File: src/rtl/scl_gen_pkg.sv
package scl_gen_pkg;
    typedef enum logic {
        PH_LOW  = 1'b0,
        PH_HIGH = 1'b1
    } scl_phase_e;

    localparam int unsigned DEF_CNT_W  = 16;
    localparam int unsigned DEF_ADDR_W = 8;
endpackage

File: src/rtl/scl_cnt_reg.sv
module scl_cnt_reg #(
    parameter int unsigned           CNT_W   = 16,
    parameter int unsigned           ADDR_W  = 8,
    parameter logic [ADDR_W-1:0]     MY_ADDR = '0,
    parameter logic [CNT_W-1:0]      MIN_VAL = 6,
    parameter logic [CNT_W-1:0]      RST_VAL = 10
) (
    input  logic              clk,
    input  logic              rst_n,
    input  logic              lock,
    input  logic              wr_en,
    input  logic [ADDR_W-1:0] wr_addr,
    input  logic [CNT_W-1:0]  wr_data,
    output logic [CNT_W-1:0]  value
);
    typedef struct packed {
        logic [CNT_W-1:0] val;
    } reg_state_t;

    reg_state_t s_d, s_q;
    logic       hit;

    always_comb begin
        s_d = s_q;
        hit = wr_en && !lock && (wr_addr == MY_ADDR);
        if (hit) begin
            if (wr_data < MIN_VAL) begin
                s_d.val = MIN_VAL;
            end else begin
                s_d.val = wr_data;
            end
        end
    end

    always_ff @(posedge clk or negedge rst_n) begin
        if (!rst_n) begin
            s_q.val <= RST_VAL;
        end else begin
            s_q <= s_d;
        end
    end

    assign value = s_q.val;
endmodule

File: src/rtl/scl_period_ctr.sv
module scl_period_ctr
    import scl_gen_pkg::*;
#(
    parameter int unsigned CNT_W = 16
) (
    input  logic             clk,
    input  logic             rst_n,
    input  logic             en,
    input  logic [CNT_W-1:0] hcnt,
    input  logic [CNT_W-1:0] lcnt,
    output logic             scl,
    output logic             rise
);
    typedef struct packed {
        logic             run;
        scl_phase_e       phase;
        logic [CNT_W-1:0] cnt;
        logic             scl;
        logic             rise;
    } ctr_state_t;

    localparam logic [CNT_W-1:0] ONE = CNT_W'(1);

    ctr_state_t       s_d, s_q;
    logic [CNT_W-1:0] limit;

    always_comb begin
        s_d      = s_q;
        s_d.rise = 1'b0;
        limit    = (s_q.phase == PH_HIGH) ? hcnt : lcnt;
        if (!en) begin
            s_d.run   = 1'b0;
            s_d.phase = PH_HIGH;
            s_d.cnt   = '0;
            s_d.scl   = 1'b1;
        end else if (!s_q.run) begin
            s_d.run   = 1'b1;
            s_d.phase = PH_HIGH;
            s_d.cnt   = ONE;
            s_d.scl   = 1'b1;
        end else if (s_q.cnt >= limit) begin
            s_d.cnt = ONE;
            if (s_q.phase == PH_HIGH) begin
                s_d.phase = PH_LOW;
                s_d.scl   = 1'b0;
            end else begin
                s_d.phase = PH_HIGH;
                s_d.scl   = 1'b1;
                s_d.rise  = 1'b1;
            end
        end else begin
            s_d.cnt = s_q.cnt + ONE;
        end
    end

    always_ff @(posedge clk or negedge rst_n) begin
        if (!rst_n) begin
            s_q.run   <= 1'b0;
            s_q.phase <= PH_HIGH;
            s_q.cnt   <= '0;
            s_q.scl   <= 1'b1;
            s_q.rise  <= 1'b0;
        end else begin
            s_q <= s_d;
        end
    end

    assign scl  = s_q.scl;
    assign rise = s_q.rise;
endmodule

File: src/rtl/hs_scl_gen.sv
module hs_scl_gen
    import scl_gen_pkg::*;
#(
    parameter int unsigned           CNT_W   = DEF_CNT_W,
    parameter int unsigned           ADDR_W  = DEF_ADDR_W,
    parameter logic [ADDR_W-1:0]     HI_ADDR = 8'h24,
    parameter logic [ADDR_W-1:0]     LO_ADDR = 8'h28,
    parameter logic [CNT_W-1:0]      HI_MIN  = 6,
    parameter logic [CNT_W-1:0]      LO_MIN  = 8,
    parameter logic [CNT_W-1:0]      HI_RST  = 16'h000A,
    parameter logic [CNT_W-1:0]      LO_RST  = 16'h0010
) (
    input  logic              clk,
    input  logic              rst_n,
    input  logic              en,
    input  logic              wr_en,
    input  logic [ADDR_W-1:0] wr_addr,
    input  logic [CNT_W-1:0]  wr_data,
    input  logic [ADDR_W-1:0] rd_addr,
    output logic [CNT_W-1:0]  rd_data,
    output logic              scl_o,
    output logic              scl_rise_o
);
    localparam int unsigned N_REGS = 2;
    localparam logic [N_REGS*ADDR_W-1:0] ADDRS = {LO_ADDR, HI_ADDR};
    localparam logic [N_REGS*CNT_W-1:0]  MINS  = {LO_MIN, HI_MIN};
    localparam logic [N_REGS*CNT_W-1:0]  RSTS  = {LO_RST, HI_RST};

    logic [CNT_W-1:0] cnt_vals [N_REGS];
    logic [CNT_W-1:0] hcnt_q, lcnt_q;

    for (genvar g = 0; g < N_REGS; g++) begin : g_reg
        scl_cnt_reg #(
            .CNT_W  (CNT_W),
            .ADDR_W (ADDR_W),
            .MY_ADDR(ADDRS[g*ADDR_W +: ADDR_W]),
            .MIN_VAL(MINS[g*CNT_W +: CNT_W]),
            .RST_VAL(RSTS[g*CNT_W +: CNT_W])
        ) u_reg (
            .clk    (clk),
            .rst_n  (rst_n),
            .lock   (en),
            .wr_en  (wr_en),
            .wr_addr(wr_addr),
            .wr_data(wr_data),
            .value  (cnt_vals[g])
        );
    end

    assign hcnt_q = cnt_vals[0];
    assign lcnt_q = cnt_vals[1];

    always_comb begin
        rd_data = '0;
        if (rd_addr == HI_ADDR) begin
            rd_data = hcnt_q;
        end else if (rd_addr == LO_ADDR) begin
            rd_data = lcnt_q;
        end
    end

    scl_period_ctr #(
        .CNT_W(CNT_W)
    ) u_ctr (
        .clk  (clk),
        .rst_n(rst_n),
        .en   (en),
        .hcnt (hcnt_q),
        .lcnt (lcnt_q),
        .scl  (scl_o),
        .rise (scl_rise_o)
    );
endmodule

File: config.mk
export PLATFORM = sky130hd
export DESIGN_NAME = hs_scl_gen
export DESIGN_NICKNAME = d
export VERILOG_FILES = /design/src/rtl/scl_gen_pkg.sv /design/src/rtl/scl_cnt_reg.sv /design/src/rtl/scl_period_ctr.sv /design/src/rtl/hs_scl_gen.sv
export SDC_FILE = /design/constraint.sdc
export NUM_CORES = 1
export LEC_CHECK = 0
export ABC_CLOCK_PERIOD_IN_PS = 3500
export CAP_MARGIN = 25
export CORE_MARGIN = 4
export CORE_UTILIZATION = 25
export DETAILED_ROUTE_END_ITERATION = 8
export SKIP_CTS_REPAIR_TIMING = 1
export SYNTH_ARGS = -nofsm -noshare
export SYNTH_HDL_FRONTEND = slang
export SYNTH_SLANG_ARGS = --single-unit
File: constraint.sdc
create_clock -name clk -period 3.5 [get_ports clk]
set_input_delay 0.525 -clock clk [delete_from_list [all_inputs] [get_ports clk]]
set_output_delay 0.525 -clock clk [all_outputs]
set_load 0.03 [all_outputs]
# --- After elaboration in Yosys (flattened, before gate mapping) ---
# Cells that the tools add are included.
word_totals:
  ff_bits: 52
  in_bits: 36
  output_inout_bits: 18
  elab_cells: 33
op_classes:
  addsub: 1
  n_lt_le_gt_ge: 3
  eq_ne: 5
  mux: 13
  reduce_logical: 4
ops:
  columns: ["operator", "count"]
  rows:
  - ["$mux W16", 6]
  - ["$eq A8 B6 Y1 const B", 4]
  - ["$mux W19", 1]
  - ["$mux W18", 1]
  - ["$add A16 B1 Y16 const B", 1]
  - ["$ge A16 B16 Y1", 1]
  - ["$lt A16 B3 Y1 const B", 1]
  - ["$lt A16 B4 Y1 const B", 1]
  - ["$mux W1", 4]
  - ["$logic_and A1 B1 Y1", 3]
  - ["$ne A3 B3 Y1 const B", 1]
  - ["$mux W2", 1]
  - ["$logic_not A1 Y1", 1]

# --- Depth between registers and ports, before layout ---
# Gate-level depths: netlist of the first run.
depth:
  word_depth: 5
  depth_mapped: 11
  ltp_nobuf: 7

# --- By module ---
# A second synthesis of the first run with hierarchy kept.
unflattened:
  hier_cells: 298
  hier_area_um2: 3369.5
modules_own_cells:
  columns: ["mod", "instances", "cells_per_inst", "area_per_inst_um2", "seq_area_each_um2"]
  rows:
  - ["scl_period_ctr", 1, 141, 1412.6, 503.0]
  - ["scl_cnt_reg at g_reg[1].u_reg", 1, 48, 738.2, 401.6]
  - ["scl_cnt_reg at g_reg[0].u_reg", 1, 49, 729.4, 402.9]
  - ["hs_scl_gen", 1, 60, 489.2, 0.0]

# --- Worst setup path after synthesis of the first run ---
# No wires, ideal clock.
synth_path:
  kind: "register to register"
  start: "reg u_ctr.s_q[18] (netlist bit)"
  end: "reg u_ctr.s_q[9] (netlist bit)"
  setup_time_ns: 0.071
  arrival_ns: 3.090
  required_ns: 3.429
  path_slack_ns: 0.339
  path_stages_with_launch: 12
  path_buffers: 4
  synth_period_minus_slack_ns: 3.161
  cell_sequence: "dfstp_2 -> clkbuf_1 -> buf_1 -> mux2i_1 -> ha_1 -> o21ai_0 -> or2b_2 -> a31o_1 -> or3_1 -> buf_6 -> buf_8 -> nor2_1"
synth_rtl:
  columns: ["element", "line_no", "text"]
  rows:
  - ["from (decl)", "scl_period_ctr.sv:24", "ctr_state_t s_d, s_q;"]

==> impl_metrics.json, run 1 <==
{
  "clkSinkCount": 52,
  "endpoint_kind": "flop",
  "rsz0062_at_grt": "false",
  "intPower_uw": 994.1,
  "dpl_cell_area_um2": 3551,
  "dieArea_um2": 13240,
  "p_clk_frac": 0.383,
  "vias": 2213,
  "area_growth_pct": 29.17,
  "ant_nets": 0,
  "cp_slowest_cell": "or3_1",
  "grt.overflow.total": 0,
  "routedWlPerCell_um": 14.67,
  "crit_arrival_ns": 3.15,
  "ys_types": 39,
  "gp_congestion": 0.7317,
  "critical_path.max_stage_delay_ns": 0.55,
  "final_max_slew_viol_count": 0,
  "fin_area_um2": 3701,
  "setup_violations": 0,
  "grt_pass1_vias": 2350,
  "use_met1": 0.1425,
  "status": "complete, no violations",
  "syn-num-nets": 327,
  "finalCritPeriodShare": 0.8332,
  "avgSynthCellArea_um2": 10.46,
  "die_h_um": 115.1,
  "grt_pass1_wl_um": 11580,
  "cts_root_buf": "clkbuf_16",
  "synth_area_leaders": "dfrtp_1 (41%), ha_1 (7.4%), mux2i_1 (5.9%), nand2_1 (5.9%), a22o_1 (5.8%)",
  "drive_gt1_frac": 0.1692,
  "synth_area_um2": 2865,
  "path_max_fanout": 18,
  "wl_um": 6908,
  "portBuffers": 53,
  "die_width_um": 115.1,
  "slew-limit-headroom": 0.5720,
  "core_um2": 11030,
  "track_usage": 0.1084,
  "final_common_cell": "dfrtp_1",
  "cts_tree": "yes",
  "antenna_found_initial": 0,
  "post-place-ws_ns": 0.5641,
  "final_cell_mix": "dfrtp_1 (47), nand2_1 (45), clkdlybuf4s50_1 (36)",
  "grt_use_met2": 0.1775,
  "tightest_slew_ns": 0.6401,
  "path_cells": "buf_4 -> mux2i_1 -> ha_1 -> o21ai_0 -> or2b_2 -> a31o_1 -> or3_1 -> and2b_2",
  "fp-row-count": 38,
  "cts_made_buffers": 5,
  "firstDrtPassIters": 4,
  "clk_latency_ns": 0.29,
  "final_net_count": 383,
  "clk_pin_slew_ns": 0.07,
  "setup_slack_ns": 0.5837,
  "criticalPathCategory": "flop to flop",
  "peakVddDrop_uv": 171.2,
  "combPwrFrac": 0.129,
  "switching_share": 0.2365,
  "r2r_start": "u_ctr.s_q[18]$_DFFE_PN1P_",
  "pwr-share-seq": 0.488,
  "r2r-end": "u_ctr.s_q[13]$_DFF_PN0_",
  "rrSetupSlack_ns": 0.58,
  "start_kind": "flop",
  "fin_crit_ns": 2.916,
  "cp.required_ns": 3.73,
  "p_per_area_nw_per_um2": 351.8,
  "fillers": 1141,
  "top_usage_layer": "met2",
  "start_util": 0.2598,
  "fin_total_pwr_mw": 1.302,
  "synth_seq_area_share": 0.4563,
  "synth_cells": 274,
  "antennaDiodeCount": 0,
  "met3_usage": 0.02947,
  "cts_buffer_depth": 2,
  "report.final.hold_viol_count": 0,
  "drt_first_iter_violations": 97,
  "viasPerCell": 4.699,
  "yosysTopAreaCellShare": 0.4105,
  "critPathLaunch": "u_ctr.s_q[18]$_DFFE_PN1P_",
  "hpwl_um": 5310,
  "leakagePower_nw": 1.739,
  "maxCapViolations": 0,
  "h-tree-depth": 2,
  "worst_hold_path_type": "primary input to asynchronous set/reset pin",
  "endpoint": "u_ctr.s_q[13]$_DFF_PN0_",
  "power_switching_uw": 307.9,
  "timing.fmax_ghz": 0.3429,
  "synth_seq_cells": 52,
  "setup_tns_ns": 0,
  "worstRegToRegCells": 8,
  "grt_max_degree": 28,
  "skew_ns": 0.005547,
  "io_pins": 54,
  "drc": 0,
  "yosys.area.top_type": "dfrtp_1",
  "synth_warnings": 0
}
[worst min-delay path by stage]
stage / startpoint / to / slack (ns) / cells after the start
after global placement: u_ctr.s_q[19]$_DFF_PN0_ / u_ctr.s_q[2]$_DFF_PN0_ / 0.48 / 1
after CTS: rst_n / g_reg[0].u_reg.value[0]$_DFFE_PN0P_ / 0.26 / 1
after detailed placement: u_ctr.s_q[19]$_DFF_PN0_ / u_ctr.s_q[2]$_DFF_PN0_ / 0.48 / 1
after global routing: rst_n / g_reg[0].u_reg.value[0]$_DFFE_PN0P_ / 0.28 / 1
final: rst_n / g_reg[0].u_reg.value[0]$_DFFE_PN0P_ / 0.23 / 1
after floorplan: rst_n / g_reg[0].u_reg.value[0]$_DFFE_PN0P_ / 0.23 / 0
[Yosys cell counts]
cell type,instances
buf_6,1
nor2b_1,3
buf_2,1
dfrtp_1,47
xor2_1,7
and3_1,3
nor3_1,4
and2b_2,1
clkbuf_1,6
nor2_2,2
or3_1,1
buf_1,1
and3b_1,1
ha_1,17
a31oi_1,2
a21oi_1,7
nand2b_4,1
a31o_1,1
o21ba_2,1
inv_1,5
buf_8,1
nand2_1,45
nand4_1,8
mux2i_1,17
nand3_1,7
a22o_1,19
o22a_1,2
nor2_1,19
nand3b_1,3
mux2_2,13
nor4_1,3
and4_1,3
xnor2_1,7
dfstp_2,5
a2111o_1,1
or2b_2,1
o21ai_0,5
nor4b_1,1
nor3b_2,2
[cells by family after synthesis]
logic type                 Yosys count  synth area share
xor gates and xnor gates            14           0.04280
buffers and inverters               15           0.02663
adders and majority gates           17           0.07423
DFF                                 52            0.4563
and+or+nand+nor                    108            0.1895
AOI/OAI and AO/OA                   38            0.1000
muxes                               30            0.1105
[routing by layer]
layer | vias up | part of all wire
met1 | 1066 | 0.46
li1 | 1088 | -
met5 | - | 0
met4 | 0 | 0.0091
met3 | 8 | 0.058
met2 | 51 | 0.47
[flip-flops by register name, summed over array words and instances (netlist names)]
register and count:
g.u_reg.value 32, u_ctr.s_q 18, u_ctr.scl 1, u_ctr.rise 1
[critical path: cells and delay by family (launching register included)]
kind | cells | cell delay, ns
simple gates | 3 | 1.15
buf+inv | 1 | 0.29
fa+ha+maj | 1 | 0.26
compound gates | 2 | 0.35
flops | 1 | 0.53
mux | 1 | 0.27
[final cells by class]
class                           count  area, um^2  area share
Clock buffer                        7       142.6     0.03854
Clock inverter                      1       7.507    0.002028
Inverter                            5       18.77    0.005071
Multi-Input combinational cell    207        1481      0.4003
Sequential cell                    52        1308      0.3533
Tap cell                          140       175.2     0.04733
Timing Repair Buffer               59       568.0      0.1535
[per-stage QoR]
stage                     std cells    util  hold slack [ns]
final                           471  0.3355           0.2342
after global routing            471  0.3355           0.2810
after CTS                       471  0.3355           0.2591
after detailed placement        463  0.3219           0.4838
after global placement          462  0.3201           0.4764
after floorplan                 274       -           0.2294
[power by group through the flow]
stage	Clock [mW]	Combinational (mW)	Sequential [mW]
5_1_grt	0.540	0.188	0.638
6_report	0.498	0.168	0.636
4_1_cts	0.515	0.172	0.636
3_5_place_dp	0	0.171	0.647
2_1_floorplan	0	0.0920	0.646
3_3_place_gp	0	0.166	0.646
(Power assumes the default switching activity.)
==> inputs of run 2 (changes only) <==
--- a/config.mk
+++ b/config.mk
@@ -5,7 +5,7 @@
 export SDC_FILE = /design/constraint.sdc
 export NUM_CORES = 1
 export LEC_CHECK = 0
-export ABC_CLOCK_PERIOD_IN_PS = 3500
+export ABC_CLOCK_PERIOD_IN_PS = 2700
 export CAP_MARGIN = 25
 export CORE_MARGIN = 4
 export CORE_UTILIZATION = 25
==> constraint.sdc (replaced) <==
create_clock -name clk -period 2.7 [get_ports clk]
set_input_delay 0.405 -clock clk [delete_from_list [all_inputs] [get_ports clk]]
set_output_delay 0.405 -clock clk [all_outputs]
set_load 0.03 [all_outputs]
==> run 2 against run 1 <==
Effect of this change: sequential power grew 30%; first-iteration DRC count shrank 26%; combinational power grew 57%; core utilization grew 0.92 points; critical endpoint is now u_ctr.s_q[16]$_DFF_PN0_; critical path depth is the same; clock skew shrank 0.00088 ns; sequential share of layout area shrank 0.94 points; via count grew 3.3%; count of clock-buffer cells in the layout grew 1; worst setup slack lost 0.50 ns; maximum frequency grew 11%; largest cell class unchanged.
==> impl_metrics.json, run 2 (same netlist as run 1, synthesis figures left out) <==
{
  "status": "complete, no violations",
  "dp.cells": 466,
  "track_usage": 0.1107,
  "antenna_found_initial": 0,
  "maxCapViolations": 0,
  "fin_crit_ns": 2.618,
  "p_per_area_nw_per_um2": 452.7,
  "area_growth_pct": 32.71,
  "portBuffers": 53,
  "worst_hold_slack_ns": 0.2398,
  "cts_buffer_depth": 2,
  "drt_first_iter_violations": 72,
  "slew-limit-headroom": 0.5534,
  "antennaDiodeCount": 0,
  "cts_made_buffers": 5,
  "die_h_um": 115.1,
  "drc": 0,
  "viasPerCell": 4.741,
  "crit_arrival_ns": 2.83,
  "fp-row-count": 38,
  "leakagePower_nw": 1.794,
  "peakVddDrop_uv": 290.2,
  "h-tree-depth": 2,
  "routedWlPerCell_um": 15.13,
  "vias": 2285,
  "gp_congestion": 0.7703,
  "final_max_slew_viol_count": 0,
  "report.final.hold_viol_count": 0,
  "wl_um": 7292,
  "critPathLaunch": "u_ctr.s_q[18]$_DFFE_PN1P_",
  "fin_util": 0.3447,
  "largest_reg_flops": 32,
  "cts_root_buf": "clkbuf_16",
  "rsz0062_at_grt": "true",
  "criticalPathCategory": "flop to flop",
  "setup_tns_ns": 0,
  "ant_nets": 0,
  "io_pins": 54,
  "clkSinkCount": 52,
  "grt.overflow.total": 0,
  "worst_hold_path_type": "primary input to asynchronous set/reset pin",
  "endpoint_kind": "flop",
  "fillers": 1110,
  "clk_pin_slew_ns": 0.07,
  "drive_gt1_frac": 0.2076,
  "stdcell_count": 482,
  "hpwl_um": 5407,
  "core_um2": 11030,
  "clk_latency_ns": 0.28,
  "tightest_slew_ns": 0.6699,
  "r2r-end": "u_ctr.s_q[16]$_DFF_PN0_",
  "skew_ns": 0.004667,
  "r2r_start": "u_ctr.s_q[18]$_DFFE_PN1P_",
  "rrSetupSlack_ns": 0.08,
  "grt_pass1_wl_um": 11880,
  "cp.required_ns": 2.91,
  "setup_violations": 0,
  "timing.fmax_ghz": 0.3819,
  "grt_max_degree": 53,
  "start_util": 0.2598,
  "final_common_cell": "dfrtp_1",
  "dieArea_um2": 13240,
  "worstRegToRegCells": 8,
  "firstDrtPassIters": 4,
  "cts_tree": "yes",
  "start_kind": "flop",
  "finalCritPeriodShare": 0.9697,
  "final_cell_mix": "dfrtp_1 (47), nand2_1 (45), clkdlybuf4s50_1 (36)",
  "final_net_count": 394,
  "die_width_um": 115.1,
  "grt_pass1_vias": 2401,
  "path_max_fanout": 8
}
==> run 2: changes by cell type in the layout (fill, tap and decap cells not counted), sizes merged <==
cell      previous run  this run
buf                 23        34
clkbuf               7         8
clkinvlp             1         0
==> run 2: area by class of cell <==
cell class	count	area, um^2	share of cell area
multi-input cells	207	1496	0.3936
flip-flops and latches	52	1308	0.3439
repair buffers	70	658.1	0.1731
well taps	140	175.2	0.04607
clock buffers	8	146.4	0.03850
inverters	5	18.77	0.004936
==> run 2: worst max-delay path by stage <==
stage,to,slack (ns),depth (start not counted)
2_1_floorplan,u_ctr.s_q[9]$_DFF_PN0_,0.004,10
3_3_place_gp,u_ctr.s_q[12]$_DFF_PN0_,0.12,8
3_5_place_dp,u_ctr.s_q[15]$_DFF_PN0_,0.08,8
4_1_cts,u_ctr.s_q[16]$_DFF_PN0_,0.03,8
5_1_grt,u_ctr.s_q[16]$_DFF_PN0_,-0.01,8
6_report,u_ctr.s_q[16]$_DFF_PN0_,0.08,8
==> run 2: stage by stage <==
step,instance area (um^2),setup WS [ns],power (mW)
global route,3802,-0.01309,1.801
detailed placement,3573,0.08294,1.072
floorplan,2879,0.004192,0.9624
CTS,3720,0.03314,1.711
global placement,3573,0.1211,1.067
finish,3802,0.08176,1.721
==> run 2: worst max-delay path: stages (launching register included) <==
cell and delay, ns:
dfstp_2 0.56, mux2_2 0.34, ha_1 0.28, nand2b_4 0.14, a2111o_1 0.40, a31o_1 0.22, or3_4 0.35, buf_6 0.15
nor2_2 0.10
==> run 2: per-layer routing <==
metal	share of wire	GRT usage	wire, um	vias to the layer above
met1	0.47	0.1539	3461	1095
met2	0.46	0.1732	3325	69
met4	0.011	0.02113	78	0
met5	0	0	0	-
li1	-	-	-	1111
met3	0.058	0.03158	426	10
==> run 2: power breakdown <==
group | switching, mW | leakage (nW) | internal (mW) | total [mW]
combinational | 0.118 | 1.02 | 0.145 | 0.263
sequential | 0.0180 | 0.701 | 0.806 | 0.824
clock | 0.265 | 0.0712 | 0.370 | 0.635
